===== config.mk =====
export PLATFORM = sky130hd
export DESIGN_NAME = far_jump_seq
export DESIGN_NICKNAME = d
export VERILOG_FILES = /design/src/rtl/far_jump_pkg.sv /design/src/rtl/far_jump_fsm.sv /design/src/rtl/far_jump_cond.sv /design/src/rtl/far_jump_addr.sv /design/src/rtl/far_jump_seq.sv
export SDC_FILE = /design/constraint.sdc
export NUM_CORES = 1
export LEC_CHECK = 0
export ABC_AREA = 0
export BUFFER_PORTS_ARGS = -buffer_cell sky130_fd_sc_hd__buf_2
export CAP_MARGIN = 20
export CORE_MARGIN = 2
export CORE_UTILIZATION = 48
export DETAILED_ROUTE_END_ITERATION = 8
export PLACE_DENSITY = 0.84
export RECOVER_POWER = 25
export SYNTH_ARGS = -nofsm -noshare
export SYNTH_HDL_FRONTEND = slang
export SYNTH_SLANG_ARGS = --single-unit

===== constraint.sdc =====
create_clock -name clk -period 3.3 [get_ports clk]
set_clock_uncertainty 0.2 [all_clocks]
set_input_delay 0.165 -clock clk [delete_from_list [all_inputs] [get_ports clk]]
set_output_delay 0.165 -clock clk [all_outputs]
set_load 0.02 [all_outputs]

===== src/rtl/far_jump_pkg.sv =====
package far_jump_pkg;

  typedef enum logic [1:0] {
    FJ_IDLE = 2'd0,
    FJ_EX1  = 2'd1,
    FJ_EX2  = 2'd2
  } fj_state_e;

  localparam logic [1:0] TEST_ALWAYS = 2'd0;
  localparam logic [1:0] TEST_ACCZ   = 2'd1;
  localparam logic [1:0] TEST_CARRY  = 2'd2;
  localparam logic [1:0] TEST_QLAT   = 2'd3;

  // Test selected by code[1:0]; code[2] flips the outcome.
  function automatic logic fj_cond_met(input logic [2:0] code,
                                       input logic az, input logic cy,
                                       input logic ql);
    logic base;
    unique case (code[1:0])
      TEST_ALWAYS: base = 1'b1;
      TEST_ACCZ:   base = az;
      TEST_CARRY:  base = cy;
      default:     base = ql;
    endcase
    return base ^ code[2];
  endfunction

endpackage


===== src/rtl/far_jump_fsm.sv =====
module far_jump_fsm
  import far_jump_pkg::*;
(
  input  logic clk,
  input  logic rst_n,
  input  logic start,
  output logic capture,
  output logic ex1,
  output logic ex2
);

  fj_state_e state_q, state_d;

  assign capture = start && (state_q == FJ_IDLE);

  always_comb begin
    state_d = state_q;
    unique case (state_q)
      FJ_IDLE: if (start) state_d = FJ_EX1;
      FJ_EX1:  state_d = FJ_EX2;
      FJ_EX2:  state_d = FJ_IDLE;
      default: state_d = FJ_IDLE;
    endcase
  end

  always_ff @(posedge clk) begin
    if (!rst_n) state_q <= FJ_IDLE;
    else        state_q <= state_d;
  end

  assign ex1 = (state_q == FJ_EX1);
  assign ex2 = (state_q == FJ_EX2);

  AST_START_OPENS_EX1: assert property (@(posedge clk) disable iff (!rst_n)
    capture |=> ex1 && !ex2);
  AST_EX1_THEN_EX2: assert property (@(posedge clk) disable iff (!rst_n)
    ex1 |=> ex2 && !ex1);
  AST_EX2_THEN_IDLE: assert property (@(posedge clk) disable iff (!rst_n)
    ex2 |=> !ex1 && !ex2);

endmodule


===== src/rtl/far_jump_cond.sv =====
module far_jump_cond
  import far_jump_pkg::*;
(
  input  logic       clk,
  input  logic       rst_n,
  input  logic       capture,
  input  logic [2:0] code,
  input  logic       az,
  input  logic       cy,
  input  logic       ql,
  output logic       met_q
);

  logic met_now;

  assign met_now = fj_cond_met(code, az, cy, ql);

  always_ff @(posedge clk) begin
    if (!rst_n)       met_q <= 1'b0;
    else if (capture) met_q <= met_now;
  end

  AST_COND_FROZEN: assert property (@(posedge clk) disable iff (!rst_n)
    !capture |=> $stable(met_q));
  AST_NEVER_CODE: assert property (@(posedge clk) disable iff (!rst_n)
    (capture && code == 3'd4) |=> !met_q);

endmodule


===== src/rtl/far_jump_addr.sv =====
module far_jump_addr #(
  parameter int DATA_W = 8,
  localparam int PC_W  = 2 * DATA_W
) (
  input  logic              clk,
  input  logic              rst_n,
  input  logic              ex1,
  input  logic              ex2,
  input  logic              met,
  input  logic [PC_W-1:0]   pc_val,
  input  logic [DATA_W-1:0] rdata,
  output logic [PC_W-1:0]   rd_addr,
  output logic [PC_W-1:0]   pc_next
);

  // Step an address forward, wrapping at the counter width.
  function automatic logic [PC_W-1:0] pc_step(input logic [PC_W-1:0] base,
                                              input logic [1:0] amount);
    return base + PC_W'(amount);
  endfunction

  logic [DATA_W-1:0] hi_q;
  logic [PC_W-1:0]   target;
  logic [PC_W-1:0]   skip_pc;

  always_ff @(posedge clk) begin
    if (!rst_n)   hi_q <= '0;
    else if (ex1) hi_q <= rdata;
  end

  assign rd_addr = ex2 ? pc_step(pc_val, 2'd1) : pc_val;
  assign target  = {hi_q, rdata};
  assign skip_pc = pc_step(pc_val, 2'd2);
  assign pc_next = met ? target : skip_pc;

  AST_TARGET_HIGH_FIRST: assert property (@(posedge clk) disable iff (!rst_n)
    (ex2 && met) |-> pc_next[PC_W-1:DATA_W] == $past(rdata));
  AST_SKIP_PAST_OPERANDS: assert property (@(posedge clk) disable iff (!rst_n)
    (ex2 && !met) |-> pc_next == PC_W'(rd_addr + PC_W'(1)));
  AST_SECOND_ADDR_WRAPS: assert property (@(posedge clk) disable iff (!rst_n)
    ex2 |-> rd_addr == PC_W'($past(rd_addr) + PC_W'(1)));

endmodule


===== src/rtl/far_jump_seq.sv =====
module far_jump_seq #(
  parameter int DATA_W = 8,
  localparam int PC_W  = 2 * DATA_W
) (
  input  logic              clk,
  input  logic              rst_n,
  input  logic              start,
  input  logic [2:0]        cond_code,
  input  logic              acc_zero,
  input  logic              carry_flag,
  input  logic              q_flag,
  input  logic [PC_W-1:0]   pc_val,
  output logic              mem_rd,
  output logic [PC_W-1:0]   mem_addr,
  input  logic [DATA_W-1:0] mem_rdata,
  output logic              pc_we,
  output logic [PC_W-1:0]   pc_next,
  output logic              taken,
  output logic              done
);

  logic capture;
  logic ex1;
  logic ex2;
  logic met_q;

  far_jump_fsm u_fsm (
    .clk     (clk),
    .rst_n   (rst_n),
    .start   (start),
    .capture (capture),
    .ex1     (ex1),
    .ex2     (ex2)
  );

  far_jump_cond u_cond (
    .clk     (clk),
    .rst_n   (rst_n),
    .capture (capture),
    .code    (cond_code),
    .az      (acc_zero),
    .cy      (carry_flag),
    .ql      (q_flag),
    .met_q   (met_q)
  );

  far_jump_addr #(.DATA_W(DATA_W)) u_addr (
    .clk     (clk),
    .rst_n   (rst_n),
    .ex1     (ex1),
    .ex2     (ex2),
    .met     (met_q),
    .pc_val  (pc_val),
    .rdata   (mem_rdata),
    .rd_addr (mem_addr),
    .pc_next (pc_next)
  );

  assign mem_rd = ex1 | ex2;
  assign pc_we  = ex2;
  assign done   = ex2;
  assign taken  = ex2 & met_q;

  AST_WRITE_AFTER_READ: assert property (@(posedge clk) disable iff (!rst_n)
    pc_we |-> $past(mem_rd) && !$past(pc_we));
  AST_IDLE_QUIET: assert property (@(posedge clk) disable iff (!rst_n)
    !mem_rd |-> !pc_we && !done && !taken);
  AST_BUSY_START_DROPPED: assert property (@(posedge clk) disable iff (!rst_n)
    (pc_we && start) |=> !mem_rd);

endmodule


Word level (Yosys, flattened, before mapping)
Index checks and enable logic that the tools add are counted.
{"block": "word_totals", "regBits": 11, "input_bits": 33, "output_inout_bits": 36, "wordCells": 21}
{"block": "op_classes", "n_addsub": 2, "eq_ne": 5, "muxes": 5, "bitwise_logic": 3, "reduce_logical": 3}
{"op": "$mux W16", "n": 2}
{"op": "$add A16 B1 Y16 const B", "n": 1}
{"op": "$add A16 B2 Y16 const B", "n": 1}
{"op": "$eq A2 B1 Y1 const B", "n": 2}
{"op": "$eq A2 B2 Y1 const B", "n": 2}
{"op": "$logic_not A2 Y1", "n": 2}
{"op": "$pmux W2 S2", "n": 1}
{"op": "$pmux W1 S3", "n": 1}
{"op": "$mux W2", "n": 1}
{"op": "$ne A2 B2 Y1 const B", "n": 1}
{"op": "$and A1 B1 Y1", "n": 1}
{"op": "$logic_and A1 B1 Y1", "n": 1}
{"op": "$or A1 B1 Y1", "n": 1}
{"op": "$xor A1 B1 Y1", "n": 1}

Logic depth before layout (Yosys ltp)
Gate-level depths: netlist of the first run.
{"block": "logic_depth", "depth_word": 3, "depth_mapped": 6, "depth_no_buf": 6}

Cells and area by module
Synthesis of the first run repeated with hierarchy kept, for this count alone.
{"block": "hier_totals", "cells_unflattened": 153, "area_unflattened_um2": 1266.2}
{"mod": "far_jump_addr", "instances": 1, "cells_each": 133, "area_each_um2": 1069.8, "seq_area_each_um2": 160.2}
{"mod": "far_jump_cond", "instances": 1, "cells_each": 10, "area_each_um2": 87.6, "seq_area_each_um2": 20.0}
{"mod": "far_jump_fsm", "instances": 1, "cells_each": 7, "area_each_um2": 87.6, "seq_area_each_um2": 40.0}
{"mod": "far_jump_seq", "instances": 1, "cells_each": 3, "area_each_um2": 21.3, "seq_area_each_um2": 0.0}

Worst setup path before layout of the first run
Ideal clock, no wire load.
{"block": "synth_path", "path_type": "register to output", "from": "register u_fsm.state_q[0]", "to": "output port mem_addr[14]", "t_arrival_ps": 1779, "t_required_ps": 2935, "slack_ps": 1156, "path_stages_with_launch": 7, "n_path_buf": 0, "cell_sequence": "dfxtp_1 > inv_1 > ha_1 > nand4_1 > nor2_1 > nand4_1 > xnor2_1"}
{"block": "synth_between", "elab_chain_len": 2}
{"element": "start: declaration", "line_no": "far_jump_fsm.sv:12", "text": "fj_state_e state_q, state_d;"}
{"element": "start signal: assignment", "line_no": "far_jump_fsm.sv:28", "text": "else state_q <= state_d;"}
{"element": "$eq A2 B2 Y1", "line_no": "far_jump_fsm.sv:32", "text": "assign ex2 = (state_q == FJ_EX2);"}
{"element": "named net done", "line_no": "far_jump_seq.sv:19", "text": "output logic done"}
{"element": "$mux W16", "line_no": "far_jump_addr.sv:31", "text": "assign rd_addr = ex2 ? pc_step(pc_val, 2'd1) : pc_val;"}
{"element": "end: declaration", "line_no": "far_jump_seq.sv:14", "text": "output logic [PC_W-1:0] mem_addr,"}
The timed path passes the listed nets, and every way through them passes these cells.

Worst setup path after layout of the first run
{"block": "layout_path", "from": "register u_fsm.state_q[0]", "to": "output port mem_addr[14]"}
{"block": "layout_between", "elab_chain_len": 2}
{"element": "$eq A2 B2 Y1", "line_no": "far_jump_fsm.sv:32"}
{"element": "$mux W16", "line_no": "far_jump_addr.sv:31"}
No other way between the ends.

==> summary.txt, run 1 <==
Clocking
  • CTS tree: done
  • H-tree depth: 1
  • Post-CTS Setup Inserts: 0
  • CTS Buf Count: 3
  • Clock Tree Root: clkbuf_4
  • Post-cts resize count: 0
  • Clock-pin slew on the worst setup and hold paths: ~70 ps
  • Clock buffer depth: 2
  • Clk Latency, worst-skew pair: between 200 and 300 ps
  • Sink Count: 11

Placed design
  • Quantity of I/O buffers inserted on ports: 68
  • Post-Place Cell Area: roughly 1600 sq um
  • Placed insts: between 200 and 250
  • Routability congestion estimate: 0.7992
  • DPL Wire Length: approximately 2600 um

Timing
  • Setup TNS: 0 ps
  • Final setup vio count: 0
  • Worst hold margin: a little over 10 ps
  • RSZ-0062 raised after global routing: no
  • FMAX: a little over 400 MHz
  • Post-route clock period utilization: 73.45%
  • Fin. Hold Viols: 0
  • Slew @ Worst Pin: approximately 920 ps
  • Min cycle time layout: between 2000 and 2500 ps
  • Worst slew margin: 38.72%
  • Slew Viols, Final: 0

Route
  • Vias per std cell: about 5.1
  • WL/cell: around 13 um
  • Initial DRC count: 30
  • Post-Route WL: 3284 um
  • DRC errors left: 0
  • ANT nets after route: 0
  • First-pass DRT Iterations: 4
  • Routed via count: ~1,300

Job
  • Total of max-cap violations: 0

GRT
  • Vias in the first global route: around 1,200
  • Largest net degree at the start of global routing: 32
  • Initial antenna violation count: 0
  • Gr ovfl total: 0
  • Tot GR Track Use: between 20% and 30%
  • First-pass GRT wire length: 5223 um

Synthesis
  • Post-synth ARST share: 0%
  • Most frequent cell after synthesis: nand2_1
  • Post-synthesis register bit count: 11
  • Synth area leader: dfxtp_1
  • Top cells by area, synth: dfxtp_1, xor2_1, mux2i_1, xnor2_1, ha_1
  • Synth cell count leaders: nand2_1, xor2_1, xnor2_1
  • YS warnings: 0
  • Share of the synthesized area in the top cell type: approximately 17%
  • Post-Synthesis Cell Area: ~1300 sq um
  • Syn Area/Cell: ~8.0 sq um
  • Register area share after synthesis: around 17%
  • Number of flops mapped to enable cells by yosys: 0
  • Top FF cell, synth: dfxtp_1
  • Yosys cell types: 31
  • Synth Instances: 158
  • Net Count, Synth: 198

Min path
  • Worst hold path class: in -> reg
  • Hold Startpoint: start

Setup path
  • Data required time of the critical path: around 2900 ps
  • FF-to-FF Start: u_fsm.state_q[1]
  • CP Class: reg -> out
  • Startpoint Class: flip-flop
  • Nature of the critical path endpoint: output port
  • Worst-path fanout max: 9
  • Critical Path Source: u_fsm.state_q[0]
  • Arrival time worst endpoint: between 2000 and 2500 ps

Pwr
  • NetSw: 0.0002347 W
  • Switching part of the total: between 40 and 50%
  • P_leak: between 0.7 and 0.8 nW
  • Seq pwr share: between 30% and 40%
  • P_int: 0.0003117 W
  • Gate power share: roughly 52%
  • Pwr dens: between 300 and 400 nW/um^2
  • Clock power frac: approximately 17%
  • Max rail drop VDD: between 0.0002 and 0.00025 V

Final layout
  • Design area: 1694 sq um
  • Total Nets Final: around 270
  • # diodes: 0
  • Layout cells sized above 1: 36.56%
  • Final Non-Filler Cells: 257
  • Layout overhead on the synthesized area: 33.27%

Floorplan
  • Die ar.: between 3000 and 4000 sq um
  • Initial Util: between 50% and 60%
  • Num rows: 18
  • Horiz. Die Dim: ~55 um
  • I/O pin cnt: between 60 and 70
  • Die Y: roughly 55 um
  • Core footprint: 2500 sq um

Outcome
  • Status: finished clean
[power by group through the flow]
stage               Combinational [W]  Sequential (W)  Clock [W]
finish                       0.000284        0.000173  0.0000899
global route                 0.000308        0.000176   0.000101
CTS                          0.000284        0.000172  0.0000941
detailed placement           0.000276        0.000175          0
global placement             0.000275        0.000174          0
floorplan                    0.000200        0.000161          0
[layout make-up]
type / count / area (sq um)
Clock buffer: 4 / 26.28
Fill cell: 222 / 805.8
Inverter: 3 / 11.26
Multi-Input combinational cell: 134 / 989.7
Sequential cell: 11 / 220.2
Tap cell: 30 / 37.54
Timing Repair Buffer: 75 / 409.1
[final timing paths]
kind                                       end  slack, ps  cells after the start
worst max-delay path              mem_addr[14]        880                      7
worst min-delay path              u_cond.met_q         10                      3
worst min register to register  u_addr.hi_q[2]        320                      2
worst max register to register  u_addr.hi_q[6]       1740                      4
[placed cells by master (no fill, tap or decap), types with 2 or more instances in the layout]
cell / count
xnor2_1: 13
a21oi_1: 2
nand4_4: 2
o21ai_0: 8
o21ai_1: 6
dlygate4sd3_1: 7
and2_1: 4
mux2_2: 3
dfxtp_1: 11
and4_1: 2
buf_2: 67
inv_1: 3
nand3_1: 2
clkbuf_4: 3
nor3_1: 4
mux2i_1: 12
nor2_1: 5
nor2b_1: 10
nand2_1: 22
xor2_1: 16
nor4_2: 2
clkbuf_1: 2
nand4_1: 6
ha_1: 7
[critical path: stages, from the launching register on]
cell     delay, ps
dfxtp_1        340
inv_1          110
ha_1           330
nand4_1        250
nor2_1         290
nand4_1        150
xnor2_1        150
buf_2          180
[cells by family (layout without fill, tap and decap cells)]
family	count (synthesis)	after routing	synth area share, %
AND/OR/NAND/NOR	67	67	32.58
XOR/XNOR	29	29	19.98
AO/OA/AOI/OAI	16	16	6.299
multiplexers	15	15	12.11
buffers and inverters	13	82	4.822
flip-flops	11	11	17.32
adder cells (fa/ha/maj)	7	7	6.889
[metal layers]
| metal | GRT usage (%) | vias to the layer above | wire length, um |
|---|---|---|---|
| li1 | - | 676 | - |
| met3 | 3.044 | 6 | 152 |
| met4 | 4.878 | 0 | 36 |
| met2 | 37.41 | 40 | 1702 |
| met1 | 24.75 | 594 | 1392 |
| met5 | 0 | - | 0 |
[per-stage QoR]
step | power, W | setup WS (ps) | util, %
after floorplan | 0.0003614 | 1156 | -
after global placement | 0.0004485 | 1283 | 63.96
after detailed placement | 0.0004517 | 1171 | 63.96
after CTS | 0.0005503 | 866.5 | 67.82
after global routing | 0.0005851 | 685.2 | 67.77
final | 0.0005464 | 876.1 | 67.77
[state kept, by name, summed over array words and instances (netlist names)]
register       count
u_addr.hi_q        8
u_fsm.state_q      2
u_cond.met_q       1
[repair_timing]
action                                  4_1_cts  5_1_grt
endpoints found under the hold margin         7        0
hold buffers                                  7        0
endpoints found under the setup margin        0        0
No activity file was read; power rests on OpenSTA's default activity.
==> inputs of run 2 (changes only) <==
- CORE_UTILIZATION: 48 -> 45
- PLACE_DENSITY: 0.84 -> 0.8
- clock period: 3.3 -> 2.4 ns (I/O delays scaled with it)
==> summary.txt, run 2 (synthesis gave the netlist of run 1 again) <==
Setup path
  • Data required time of the critical path: between 2000 and 2500 ps
  • CP Class: reg -> out
  • CP max stage cell: dfxtp_1
  • Arrival time worst endpoint: 1870 ps
  • CP cell instances: inv_1 > ha_2 > nand4_1 > nor2_2 > nand4_1 > xnor2_1 > buf_2
  • Startpoint Class: flip-flop
  • CP most frequent cell: nand4_1
  • Delay of the slowest critical-path stage: ~340 ps
  • Worst-path fanout max: 9
  • Nature of the critical path endpoint: output port

Timing
  • Worst slew margin: 57.23%
  • Fin. Hold Viols: 0
  • FMAX: roughly 460 MHz
  • Worst hold margin: 99.83 ps
  • Slew @ Worst Pin: around 640 ps
  • Setup TNS: 0 ps
  • Final setup vio count: 0
  • RSZ-0062 raised after global routing: no
  • Post-route clock period utilization: 91.12%
  • Min cycle time layout: around 2200 ps
  • Slew Viols, Final: 0

GRT
  • Tot GR Track Use: between 20% and 30%
  • First-pass GRT wire length: 5430 um
  • Gr ovfl total: 0
  • Initial antenna violation count: 0
  • Vias in the first global route: about 1,200
  • Largest net degree at the start of global routing: 22

Final layout
  • Filler cells: 227
  • Total Nets Final: approximately 280
  • Layout cells sized above 1: approximately a third
  • Top flop regs: u_addr.hi_q (8), u_fsm.state_q (2), u_cond.met_q (1)
  • Most common cell after layout, fill and taps aside: buf_2
  • Most frequent cells in the layout: buf_2, nand2_1, dlygate4sd3_1
  • Final Util: approximately two thirds
  • # diodes: 0
  • Largest register FFs: 8
  • Final Non-Filler Cells: about 270
  • Top reg by flops: u_addr.hi_q
  • Layout overhead on the synthesized area: 43.21%

Floorplan
  • Num rows: 19
  • Initial Util: between 40% and 50%
  • Horiz. Die Dim: ~57 um
  • Core footprint: between 2000 and 3000 sq um
  • Die Y: 57.15 um
  • I/O pin cnt: 69
  • Die ar.: between 3000 and 4000 sq um

Route
  • Vias per std cell: around 5.0
  • Routed via count: about 1,400
  • Post-Route WL: 3297 um
  • First-pass DRT Iterations: 4
  • ANT nets after route: 0
  • DRC errors left: 0
  • Initial DRC count: 46
  • WL/cell: between 10 and 15 um

Clocking
  • CTS Buf Count: 3
  • H-tree depth: 1
  • Post-CTS Setup Inserts: 0
  • CTS tree: done
  • Clock Tree Root: clkbuf_4
  • Sink Count: 11
  • Clock-pin slew on the worst setup and hold paths: roughly 70 ps
  • Clock buffer depth: 2
  • Clk Latency, worst-skew pair: between 200 and 300 ps

Placed design
  • Quantity of I/O buffers inserted on ports: between 60 and 70
  • DPL Wire Length: roughly 2400 um
  • Placed insts: between 200 and 250
  • Routability congestion estimate: between 0.8 and 0.9

Pwr
  • Final Power: 0.0007856 W
  • NetSw: around 0.00033 W
  • Pwr dens: approximately 430 nW/um^2
  • P_leak: a little under 0.8 nW
  • Max rail drop VDD: approximately 0.00043 V
  • Gate power share: ~54%
  • Seq pwr share: 29.6%
  • Clock power frac: around 17%
  • P_int: about 0.00045 W
  • Switching part of the total: between 40% and 50%

Min path
  • Worst hold path class: in -> reg

Outcome
  • Status: finished clean

Job
  • Total of max-cap violations: 0
[run 2: per-stage QoR]
step,cell area (sq um),setup slack (ps)
floorplan,1271,301.3
global placement,1608,446.1
detailed placement,1608,362.4
CTS,1824,58.73
global route,1821,13.16
finish,1821,213.1
[run 2: worst paths after layout]
| path | from | cells after the start | to | slack [ps] |
|---|---|---|---|---|
| hold reg to reg | u_fsm.state_q[1] | 2 | u_fsm.state_q[1] | 370 |
| setup reg to reg | u_fsm.state_q[1] | 5 | u_addr.hi_q[2] | 270 |
| hold / removal | start | 4 | u_fsm.state_q[1] | 100 |
| setup / recovery | u_fsm.state_q[0] | 7 | mem_addr[14] | 210 |
[run 2: area by class of cell]
cell class                      count  area [sq um]  area share, %
Sequential cell                    11         220.2          12.10
Timing Repair Buffer               88         529.3          29.07
Inverter                            3         11.26         0.6186
Multi-Input combinational cell    134         994.7          54.64
Clock buffer                        4         26.28          1.443
Tap cell                           31         38.79          2.131
[run 2: repair_timing]
action | in CTS | in global routing
hold buffers | 19 | 0
setup endpoints to repair | 0 | 3
endpoints found under the hold margin | 11 | 0
gates resized for setup | 0 | 2
[run 2: critical path, delay by kind of cell, from the launching register on]
family	cells	cell delay (ps)
xor gates and xnor gates	1	130
DFF	1	340
adders and majority gates	1	290
and+or+nand+nor	3	550
buffers and inverters	2	280
[run 2: routing by layer]
metal	vias up	share of wire, %	GRT usage (%)	wire length, um
met5	-	0	0	0
met4	0	1.3	2.990	44
met3	8	5.4	5.442	178
met2	52	50	36.12	1639
met1	602	44	25.80	1435
li1	700	-	-	-
[run 2: power by group through the flow]
stage               logic [W]  clock network (W)  registers (W)
finish               0.000423           0.000130       0.000232
global route         0.000462           0.000143       0.000237
CTS                  0.000426           0.000131       0.000232
detailed placement   0.000389                  0       0.000235
global placement     0.000387                  0       0.000234
floorplan            0.000275                  0       0.000222
